==> src/rtl/fsu_pkg.sv <==
`timescale 1ns/1ps
package fsu_pkg;
  localparam logic [3:0] OPC_HALT = 4'h0;
  localparam logic [3:0] OPC_NOP  = 4'h1;
  localparam logic [3:0] OPC_JUMP = 4'h7;

  typedef enum logic [2:0] {
    ST_RUN   = 3'b001,
    ST_HALT  = 3'b010,
    ST_BADOP = 3'b100
  } fsu_status_e;
endpackage

==> src/rtl/fsu_rst_sync.sv <==
`timescale 1ns/1ps
module fsu_rst_sync #(
  parameter int STAGES = 2
) (
  input  logic clk,
  input  logic rst_n,
  output logic rst_n_sync
);
  logic [STAGES-1:0] chain_q;

  always_ff @(posedge clk or negedge rst_n) begin
    if (!rst_n) chain_q <= '0;
    else        chain_q <= {chain_q[STAGES-2:0], 1'b1};
  end

  assign rst_n_sync = chain_q[STAGES-1];
endmodule

==> src/rtl/fsu_decode.sv <==
`timescale 1ns/1ps
module fsu_decode #(
  parameter int WIN_W   = 80,
  parameter int ADDR_W  = 64,
  parameter int OPC_LSB = 4,
  parameter int TGT_LSB = 8
) (
  input  logic [WIN_W-1:0]  win,
  output logic [3:0]        opcode,
  output logic [ADDR_W-1:0] target
);
  localparam int TGT_MSB = TGT_LSB + ADDR_W - 1;

  assign opcode = win[OPC_LSB +: 4];
  assign target = win[TGT_MSB:TGT_LSB];

  // bits outside the opcode and the target are not decoded
  logic unused_bits;
  assign unused_bits = ^{win[OPC_LSB-1:0], win[WIN_W-1:TGT_MSB+1]};
endmodule

==> src/rtl/fsu_next_sel.sv <==
`timescale 1ns/1ps
module fsu_next_sel
  import fsu_pkg::*;
#(
  parameter int              ADDR_W = 64,
  parameter logic [ADDR_W-1:0] FILLER = '1
) (
  input  logic [ADDR_W-1:0] pc,
  input  logic [3:0]        opcode,
  input  logic [ADDR_W-1:0] target,
  output logic [ADDR_W-1:0] nxt_pc,
  output fsu_status_e       dec_status
);
  // first-match priority chain, the last arm is the default
  always_comb begin
    if (opcode == OPC_NOP) begin
      nxt_pc     = pc + ADDR_W'(1);
      dec_status = ST_RUN;
    end else if (opcode == OPC_JUMP) begin
      nxt_pc     = target;
      dec_status = ST_RUN;
    end else if (opcode == OPC_HALT) begin
      nxt_pc     = FILLER;
      dec_status = ST_HALT;
    end else begin
      nxt_pc     = FILLER;
      dec_status = ST_BADOP;
    end
  end
endmodule

==> src/rtl/fsu_pc_state.sv <==
`timescale 1ns/1ps
module fsu_pc_state
  import fsu_pkg::*;
#(
  parameter int ADDR_W = 64
) (
  input  logic              clk,
  input  logic              rst_n,
  input  logic [ADDR_W-1:0] nxt_pc,
  input  fsu_status_e       dec_status,
  output logic [ADDR_W-1:0] pc,
  output logic              stopped,
  output fsu_status_e       status
);
  logic [ADDR_W-1:0] pc_q;
  logic              stop_q, stop_d;
  fsu_status_e       code_q, code_d;
  logic              pc_en, stop_en;

  always_comb begin
    pc_en   = !stop_q && (dec_status == ST_RUN);
    stop_en = !stop_q && (dec_status != ST_RUN);
    stop_d  = 1'b1;
    code_d  = dec_status;
  end

  always_ff @(posedge clk or negedge rst_n) begin
    if (!rst_n) begin
      pc_q <= '0;
    end else if (pc_en) begin
      pc_q <= nxt_pc;
    end
  end

  always_ff @(posedge clk or negedge rst_n) begin
    if (!rst_n) begin
      stop_q <= 1'b0;
      code_q <= ST_RUN;
    end else if (stop_en) begin
      stop_q <= stop_d;
      code_q <= code_d;
    end
  end

  assign pc      = pc_q;
  assign stopped = stop_q;
  assign status  = stop_q ? code_q : dec_status;

  p_stop_hold_r7: assert property (@(posedge clk) disable iff (!rst_n)
    stop_q |=> ($stable(pc_q) && $stable(status)));

  p_status_onehot_r8: assert property (@(posedge clk) disable iff (!rst_n)
    $countones(status) == 1);
endmodule

==> src/rtl/fetch_seq_unit.sv <==
`timescale 1ns/1ps
module fetch_seq_unit
  import fsu_pkg::*;
#(
  parameter int ADDR_W     = 64,
  parameter int WIN_BYTES  = 10,
  parameter int SYNC_STAGE = 2
) (
  input  logic                   clk,
  input  logic                   rst_n,
  input  logic [WIN_BYTES*8-1:0] instr_win,
  output logic [ADDR_W-1:0]      pc_o,
  output logic [2:0]             status_o
);
  localparam int WIN_W = WIN_BYTES * 8;

  logic              rst_n_s;
  logic [3:0]        opcode;
  logic [ADDR_W-1:0] target;
  logic [ADDR_W-1:0] nxt_pc;
  logic [ADDR_W-1:0] pc_cur;
  logic              stopped;
  fsu_status_e       dec_status;
  fsu_status_e       status;

  fsu_rst_sync #(.STAGES(SYNC_STAGE)) u_rst (
    .clk(clk), .rst_n(rst_n), .rst_n_sync(rst_n_s)
  );

  fsu_decode #(.WIN_W(WIN_W), .ADDR_W(ADDR_W), .OPC_LSB(4), .TGT_LSB(8)) u_dec (
    .win(instr_win), .opcode(opcode), .target(target)
  );

  fsu_next_sel #(.ADDR_W(ADDR_W)) u_sel (
    .pc(pc_cur), .opcode(opcode), .target(target),
    .nxt_pc(nxt_pc), .dec_status(dec_status)
  );

  fsu_pc_state #(.ADDR_W(ADDR_W)) u_state (
    .clk(clk), .rst_n(rst_n_s), .nxt_pc(nxt_pc), .dec_status(dec_status),
    .pc(pc_cur), .stopped(stopped), .status(status)
  );

  assign pc_o     = pc_cur;
  assign status_o = status;

  p_reset_pc_r1: assert property (@(posedge clk)
    !rst_n_s |=> (pc_o == '0));

  p_nop_step_r3: assert property (@(posedge clk) disable iff (!rst_n_s)
    (!stopped && opcode == OPC_NOP) |=> (pc_o == $past(pc_o) + ADDR_W'(1)));

  p_jump_load_r4: assert property (@(posedge clk) disable iff (!rst_n_s)
    (!stopped && opcode == OPC_JUMP) |=> (pc_o == $past(target)));

  p_halt_code_r5: assert property (@(posedge clk) disable iff (!rst_n_s)
    (!stopped && opcode == OPC_HALT) |-> (status_o == 3'b010));

  p_badop_code_r6: assert property (@(posedge clk) disable iff (!rst_n_s)
    (!stopped && opcode != OPC_HALT && opcode != OPC_NOP && opcode != OPC_JUMP)
      |-> (status_o == 3'b100));

  p_stop_freeze_r7: assert property (@(posedge clk) disable iff (!rst_n_s)
    (!stopped && status_o != 3'b001) |=> ($stable(pc_o) && stopped));
endmodule

==> config.mk <==
export PLATFORM = sky130hd
export DESIGN_NAME = fetch_seq_unit
export DESIGN_NICKNAME = d
export VERILOG_FILES = /design/src/rtl/fsu_pkg.sv /design/src/rtl/fsu_rst_sync.sv /design/src/rtl/fsu_decode.sv /design/src/rtl/fsu_next_sel.sv /design/src/rtl/fsu_pc_state.sv /design/src/rtl/fetch_seq_unit.sv
export SDC_FILE = /design/constraint.sdc
export NUM_CORES = 1
export LEC_CHECK = 0
export BUFFER_PORTS_ARGS = -buffer_cell sky130_fd_sc_hd__buf_4
export CORE_ASPECT_RATIO = 1.5
export CORE_MARGIN = 4
export CORE_UTILIZATION = 40
export CTS_CLUSTER_SIZE = 16
export DETAILED_ROUTE_END_ITERATION = 12
export HOLD_SLACK_MARGIN = 0.1
export MAX_ROUTING_LAYER = met4
export PLACE_DENSITY = 0.67
export SYNTH_ARGS = -nofsm -noshare
export SYNTH_HDL_FRONTEND = slang
export SYNTH_SLANG_ARGS = --single-unit
==> constraint.sdc <==
create_clock -name clk -period 2.2 [get_ports clk]
set_clock_uncertainty 0.1 [all_clocks]
set_input_delay 0.44 -clock clk [delete_from_list [all_inputs] [get_ports clk]]
set_output_delay 0.44 -clock clk [all_outputs]
set_load 0.02 [all_outputs]
==> Yosys cells after proc, flatten, opt, wreduce, memory -nomap -nowiden <==
Index checks and enable logic that the tools add are counted.
{ "totals": {"output_inout_bits": 67, "wordCells": 19, "regBits": 70, "inputBits": 82} }
{ "classes": {"n_addsub": 1, "mux": 6, "eq_ne": 4, "n_reduce_logical": 4} }
{ "ops": {"columns": ["op", "count"], "rows": [
  ["$mux 64", 2],
  ["$add 64x1->64 const B", 1],
  ["$mux 3", 4],
  ["$eq 4x1->1 const B", 1],
  ["$eq 4x3->1 const B", 1],
  ["$logic_not 4->1", 1],
  ["$eq 3x1->1 const B", 1],
  ["$ne 3x1->1 const B", 1],
  ["$logic_and 1x1->1", 2],
  ["$logic_not 1->1", 1]
]} }

==> Longest topological paths before layout <==
Gate-level depths: netlist of run 1.
{ "depth": {"ltp_word": 6, "ltp_mapped": 9, "depth_no_buf": 6} }

==> By module <==
A second synthesis of run 1 with hierarchy kept.
{ "unflattened": {"cells_unflattened": 576, "area_unflattened_um2": 5207.5} }
{ "by_module_without_submodules": {"columns": ["module", "cells_each", "area_per_inst_um2", "instances", "seq_area_each_um2"], "rows": [
  ["fsu_pc_state", 158, 2640.0, 1, 1702.9],
  ["fsu_next_sel", 347, 2003.2, 1, 0.0],
  ["fsu_decode", 68, 510.5, 1, 0.0],
  ["fsu_rst_sync", 3, 53.8, 1, 50.0]
]} }

==> Worst setup path before layout of run 1 <==
No wires, ideal clock.
{ "synth_path": {"kind": "in2out", "start": "input instr_win[5]", "end": "output status_o[1]", "arrival_ps": 1773, "path_stages": 4, "path_slack_ps": -113, "path_buffers": 2, "path_cell_list": "clkbuf_1 or3_1 clkbuf_1 o31ai_1"} }
{ "synth_via": {"elab_chain_cells": 5, "elab_cells_between_ends": 7, "cone_classes": "eq/ne (2); mux (4); reduce/logical (1)"} }
{ "synth_lines": {"columns": ["item", "line", "source"], "rows": [
  ["start, declared", "fetch_seq_unit.sv:11", "input logic [WIN_BYTES*8-1:0] instr_win,"],
  ["$logic_not 4->1", "fsu_next_sel.sv:22", "end else if (opcode == OPC_HALT) begin"],
  ["$mux 3", "fsu_next_sel.sv:22", null],
  ["$mux 3", "fsu_next_sel.sv:19", "end else if (opcode == OPC_JUMP) begin"],
  ["$mux 3 (*)", "fsu_next_sel.sv:16", "if (opcode == OPC_NOP) begin"],
  ["$mux 3 (*)", "fsu_pc_state.sv:47", "assign status = stop_q ? code_q : dec_status;"],
  ["end, declared", "fetch_seq_unit.sv:13", "output logic [2:0] status_o"]
]} }
Mark *: on every way between the ends. The rest lies on a longest branch, timed or not.

==> Worst setup path in the final report of run 1 <==
{ "layout_path": {"start": "register u_state.pc_q[9] (netlist: u_state.pc[9])", "end": "register u_state.pc_q[26] (netlist: u_state.pc[26])"} }
{ "layout_via": {"elab_chain_cells": 2} }
{ "layout_lines": {"columns": ["item", "line", "source"], "rows": [
  ["start, declared", "fsu_pc_state.sv:15", "logic [ADDR_W-1:0] pc_q;"],
  ["start signal, assigned", "fsu_pc_state.sv:31", "pc_q <= nxt_pc;"],
  ["$add 64x1->64", "fsu_next_sel.sv:17", "nxt_pc = pc + ADDR_W'(1);"],
  ["$mux 64", "fsu_next_sel.sv:16", null]
]} }
Every way passes these cells.
A chain may end at the register's enable or synchronous reset.

==> impl_metrics.json, run 1 <==
{
  "path_cells": "nand4_2, nor4_4, buf_6, buf_4, nand3_1, buf_4, o41ai_1, a22o_1",
  "synth-main-ff-cell": "dfrtp_1",
  "slew_violations": 0,
  "peakVddDrop_mv": 0.3733,
  "hold_viol_final": 0,
  "cts_tree": "done",
  "syn_area_um2": 4807,
  "area_growth_pct": 46.02,
  "max-slew-margin-rel_pct": 63.27,
  "place_inst": 951,
  "hp-class": "flip-flop to async pin",
  "start_util_pct": 41.26,
  "fin_util_pct": 60.24,
  "num_rows": 48,
  "postRouteAntennaNets": 0,
  "outcome": "completed",
  "ys_warn_count": 0,
  "port_buffers": 136,
  "path_clk_slew_ns": 0.06,
  "avgSynthCellArea_um2": 7.881,
  "tns_ns": 0,
  "path_class": "flip-flop to flip-flop",
  "viasPerCell": 6.105,
  "start_kind": "flip-flop",
  "vias": 5928,
  "core_region_area_um2": 11650,
  "die_h_um": 142.3,
  "use_met2_pct": 47.38,
  "gp_congestion": 0.9416,
  "gr-total-overflow": 0,
  "die_w_um": 97.51,
  "met1_usage_pct": 31.28,
  "timing.reg2reg.setup_slack_ns": 0.08,
  "worst_pin_slew_ns": 0.5510,
  "yosysSeqAreaShare_pct": 36.47,
  "dp_slack_ns": 0.006759,
  "crit_path_max_fanout": 11,
  "dr.pass1.iters": 5,
  "cp_common_cell": "buf_4",
  "layoutNonFillerInstCount": 971,
  "arrival_ns": 2.29,
  "power_leakage_uw": 0.003122,
  "synth.net_count": 693,
  "rsz0062_at_grt": "no",
  "num_antenna_cells": 0,
  "drc": 0,
  "root_buffer": "clkbuf_16",
  "drv_cap": 0,
  "critical_path.max_stage_delay_ns": 0.37,
  "fin_crit_ns": 2.121,
  "grt_max_degree": 50,
  "drive_gt1_share_pct": 34.84,
  "yosys-top-cells-area": "dfrtp_1, nand2_1, nand3_1",
  "yosys_register_bits": 70,
  "clk_latency_ns": 0.34,
  "syn_inst": 610,
  "async_flop_share_pct": 100.0,
  "wire_per_inst_um": 19.51,
  "hpwlAfterDp_mm": 14.18,
  "final_nets": 899,
  "htreeDepth": 3,
  "drtIter0Drc": 345,
  "finalCritPeriodShare_pct": 96.40,
  "antenna_found_initial": 0,
  "worstPathRequired_ns": 2.37,
  "netlist_top_cells_count": "nand2_1, dfrtp_1, nor2_1, nand3_1, a21oi_1",
  "grt_pass1_vias": 5841,
  "synth_top_cell_by_area": "dfrtp_1",
  "setup-violations-final": 0,
  "clock_sinks": 70,
  "max_freq_mhz": 471.5,
  "grtUsageTotal_pct": 27.36,
  "grt-busiest-layer": "met2",
  "layout_setup_ws_ns": 0.07922,
  "clock_path_buffers": 2,
  "io_pins": 149,
  "synth_top_area_share_pct": 35.92,
  "die_area_um2": 13870,
  "grt_pass1_wl_mm": 29.64,
  "synth_most_common_cell": "nand2_1",
  "synth_edf_count": 0,
  "power_density_nw_per_um2": 558.6,
  "end_kind": "flip-flop",
  "grt.met3_usage_pct": 4.512,
  "drt_wl_total_mm": 18.94,
  "cts-buffers-inserted": 9,
  "crit_slowest_cell": "dfrtp_1",
  "ys_types": 67
}
==> power breakdown <==
part           total (uW)  switching [uW]  internal, uW
registers            1540             141          1400
logic                 891             471           420
clock network        1490             586           904
==> state kept, by name (all words and copies together) (netlist names) <==
| register | cells |
|---|---|
| u_rst.chain_q | 2 |
| u_state.code_q | 3 |
| u_state.pc | 64 |
| u_state.stopped | 1 |
==> metrics by stage <==
stage	total power, uW	hold slack [ns]	instance area (um^2)
floorplan	1931	0.04441	4813
global placement	2425	0.1225	6633
detailed placement	2447	0.1235	6633
CTS	3931	0.1692	6943
global route	4080	0.1960	7019
finish	3921	0.1592	7019
==> metal layers <==
metal / up-vias / share of wire [%]
met5: - / 0
met4: 0 / 3.1
met3: 42 / 7.1
met2: 287 / 52
met1: 2852 / 38
li1: 2747 / -
==> path summary, 6_finish.rpt <==
| kind | start | endpoint | depth (start not counted) |
|---|---|---|---|
| max | u_state.pc[9] | u_state.pc[26] | 8 |
| min | u_rst.chain_q[1] | u_state.code_q[2] | 0 |
| max reg2reg | u_state.pc[9] | u_state.pc[26] | 8 |
| min reg2reg | u_rst.chain_q[1] | u_state.code_q[2] | 0 |
| max in group asynchronous | u_rst.chain_q[1] | u_state.pc[22] | 1 |
| min in group clk | instr_win[68] | u_state.pc[60] | 3 |
==> cells by family (layout without fill, tap and decap cells) <==
group	count (synthesis)	count (layout)	share of synthesized area (%)
AND/OR/NAND/NOR	314	314	35.27
AO/OA/AOI/OAI	165	165	22.31
adder cells (fa/ha/maj)	1	1	0.2602
XOR/XNOR	1	1	0.1822
multiplexers	3	3	0.6767
other	1	1	0.07801
buffers and inverters	55	266	4.763
flip-flops	70	70	36.47
==> critical path, delay by kind of cell (launching register included) <==
kind / cells / cell delay, ns
AO/OA/AOI/OAI: 2 / 0.42
buffers and inverters: 3 / 0.55
flip-flops: 1 / 0.37
AND/OR/NAND/NOR: 3 / 0.62
==> final cells by class <==
class                           instances  area [um^2]
Multi-Input combinational cell        485         2884
Fill cell                            1076         4632
Clock inverter                          6        61.31
Tap cell                              150        187.7
Timing Repair Buffer                  238         1843
Inverter                               12        45.04
Clock buffer                           10        239.0
Sequential cell                        70         1759
==> timing repair <==
item,in CTS,in global routing
gates resized for setup,0,13
hold buffers,1,0
gates cloned,0,0
setup buffers,0,3
endpoints found under the setup margin,1,20
pin swaps,1,4
hold endpoints to repair,2,0
==> cells in the final DEF (no fill, tap or decap), drive strengths merged, types with 6 or more instances in the layout <==
| cell | netlist | final |
|---|---|---|
| o21ai | 29 | 29 |
| a31oi | 6 | 6 |
| o211ai | 10 | 10 |
| o22ai | 18 | 18 |
| inv | 12 | 12 |
| nor3 | 17 | 17 |
| nor2 | 57 | 57 |
| a21oi | 50 | 50 |
| nor4b | 6 | 6 |
| and3 | 17 | 17 |
| nand4 | 42 | 42 |
| a2bb2oi | 11 | 11 |
| dfrtp | 69 | 69 |
| or4 | 8 | 8 |
| buf | 18 | 237 |
| nor4 | 13 | 13 |
| clkbuf | 25 | 10 |
| nand3 | 55 | 55 |
| nand2 | 79 | 79 |
Note: power is estimated with default switching activity, not from simulation.
==> inputs of run 2 (changes only) <==
--- a/config.mk
+++ b/config.mk
@@ -11,6 +11,7 @@
 export CORE_UTILIZATION = 40
 export CTS_CLUSTER_SIZE = 16
 export DETAILED_ROUTE_END_ITERATION = 12
+export GPL_TIMING_DRIVEN = 0
 export HOLD_SLACK_MARGIN = 0.1
 export MAX_ROUTING_LAYER = met4
 export PLACE_DENSITY = 0.67
==> run 2 against run 1 <==
Compared with the run above: register-to-register slack lost 0.097 ns; wire length grew 23%; combinational power shrank 14%; cell area shrank 0.14%; the flow now finishes with violations (negative setup slack); critical endpoint is now u_state.pc[44]; non-clock buffer count shrank 27; die area is the same.
==> impl_metrics.json, run 2 (same netlist as run 1, synthesis figures left out) <==
{
  "port_buffers": 134,
  "endpoint": "u_state.pc[44]",
  "path_cells": "buf_6, nand4_1, buf_6, nor4_4, nand3_2, buf_6, o41a_1, o22ai_1",
  "met1_usage_pct": 38.35,
  "fin_util_pct": 60.16,
  "place_inst": 895,
  "dp_slack_ns": -0.6191,
  "drtIter0Drc": 667,
  "core_region_area_um2": 11650,
  "layoutNonFillerInstCount": 944,
  "die_w_um": 97.51,
  "r2r_cells": 8,
  "end_kind": "flip-flop",
  "path_clk_slew_ns": 0.06,
  "start_kind": "flip-flop",
  "clock_sinks": 70,
  "setup-violations-final": 3,
  "fin_crit_ns": 2.218,
  "area_growth_pct": 45.81,
  "finalCritPeriodShare_pct": 100.8,
  "drc": 0,
  "num_rows": 48,
  "antenna_found_initial": 0,
  "htreeDepth": 3,
  "crit_path_max_fanout": 5,
  "gp_congestion": 0.9341,
  "critical_path.max_stage_delay_ns": 0.39,
  "num_antenna_cells": 0,
  "io_pins": 149,
  "timing.reg2reg.setup_slack_ns": -0.02,
  "violations": "negative setup slack",
  "root_buffer": "clkbuf_16",
  "clk_latency_ns": 0.34,
  "largest_reg_flops": 64,
  "rr_endpoint": "u_state.pc[44]",
  "power_leakage_uw": 0.003050,
  "worst_pin_slew_ns": 0.8824,
  "vias": 6167,
  "tns_ns": -0.03670,
  "drt_wl_total_mm": 23.30,
  "grt_pass1_wl_mm": 34.78,
  "worstPathRequired_ns": 2.36,
  "peakVddDrop_mv": 0.3490,
  "use_met2_pct": 55.48,
  "path_class": "flip-flop to flip-flop",
  "drive_gt1_share_pct": 36.15,
  "slew_violations": 0,
  "die_h_um": 142.3,
  "final_nets": 872,
  "start_util_pct": 41.26,
  "cp_common_cell": "buf_6",
  "wire_per_inst_um": 24.69,
  "worstReg2RegStart": "u_state.pc[16]",
  "grt-busiest-layer": "met2",
  "postRouteAntennaNets": 0,
  "cts-buffers-inserted": 9,
  "rsz0062_at_grt": "yes",
  "design_area_um2": 7009,
  "hpwlAfterDp_mm": 16.24,
  "grt.met3_usage_pct": 5.002,
  "outcome": "complete, but fails checks",
  "final_common_cell": "buf_4",
  "layout_setup_ws_ns": -0.01816,
  "gr-total-overflow": 0,
  "postPlaceCellArea_um2": 6038,
  "grt_pass1_vias": 5964,
  "drv_cap": 0,
  "crit_slowest_cell": "o41a_1",
  "grt_max_degree": 64,
  "die_area_um2": 13870,
  "grtUsageTotal_pct": 33.38,
  "cts_tree": "done",
  "hold_viol_final": 0,
  "hp-class": "input pin to flip-flop",
  "dr.pass1.iters": 5,
  "max_freq_mhz": 450.8,
  "arrival_ns": 2.38,
  "clock_path_buffers": 2,
  "power_density_nw_per_um2": 576.1,
  "viasPerCell": 6.533,
  "startpoint": "u_state.pc[16]",
  "final_cell_mix": "buf_4, nand2_1, nor2_1, a21oi_1, dfrtp_1",
  "max-slew-margin-rel_pct": 41.17
}
run 2: layout make-up:
class,instances,area (um^2)
clock buffers,11,242.7
plain buffers,40,265.3
multi-input cells,485,3085
repair buffers,171,1321
fillers,1082,4642
inverters,12,45.04
clock inverters,5,81.33
flip-flops and latches,70,1780
well taps,150,187.7
run 2: how the worst min path moves through the flow:
stage | from | end | slack [ns] | cells past startpoint
floorplan | rst_n | u_rst.chain_q[0] | 0.04 | 0
global placement | rst_n | u_rst.chain_q[1] | 0.12 | 1
detailed placement | u_rst.chain_q[1] | u_state.pc[0] | 0.03 | 0
CTS | instr_win[68] | u_state.pc[60] | 0.20 | 3
global route | instr_win[43] | u_state.pc[35] | 0.20 | 3
finish | instr_win[41] | u_state.pc[33] | 0.20 | 3
run 2: through the flow:
step	power, uW	hold slack [ns]
floorplan	1931	0.04441
global placement	2338	0.1224
detailed placement	2361	0.02818
CTS	4022	0.1955
global route	4191	0.2036
finish	4038	0.2012
run 2: critical path, delay by kind of cell (launching register included):
kind            cells  cell delay [ns]
simple gates        3             0.64
compound gates      2             0.55
flops               1             0.38
buf+inv             3             0.46
run 2: power breakdown:
| part | total [uW] | switching [uW] | leakage [uW] | internal, uW |
|---|---|---|---|---|
| Combinational | 767 | 417 | 0.00204 | 351 |
| Clock | 1650 | 618 | 0.000156 | 1030 |
| Sequential | 1620 | 221 | 0.000850 | 1400 |
run 2: routing by layer:
metal	routed length (um)	share of wire, %
met3	2160	9.3
met5	0	0
met1	8216	35
met2	11650	50
met4	1272	5.5
run 2: what timing repair did:
action / 4_1_cts / 5_1_grt
hold buffers: 2 / 0
setup endpoints to repair: 68 / 43
endpoints found under the hold margin: 7 / 0
pin swaps: 14 / 17
setup buffers: 17 / 16
resized for setup: 53 / 64
gates cloned: 0 / 1
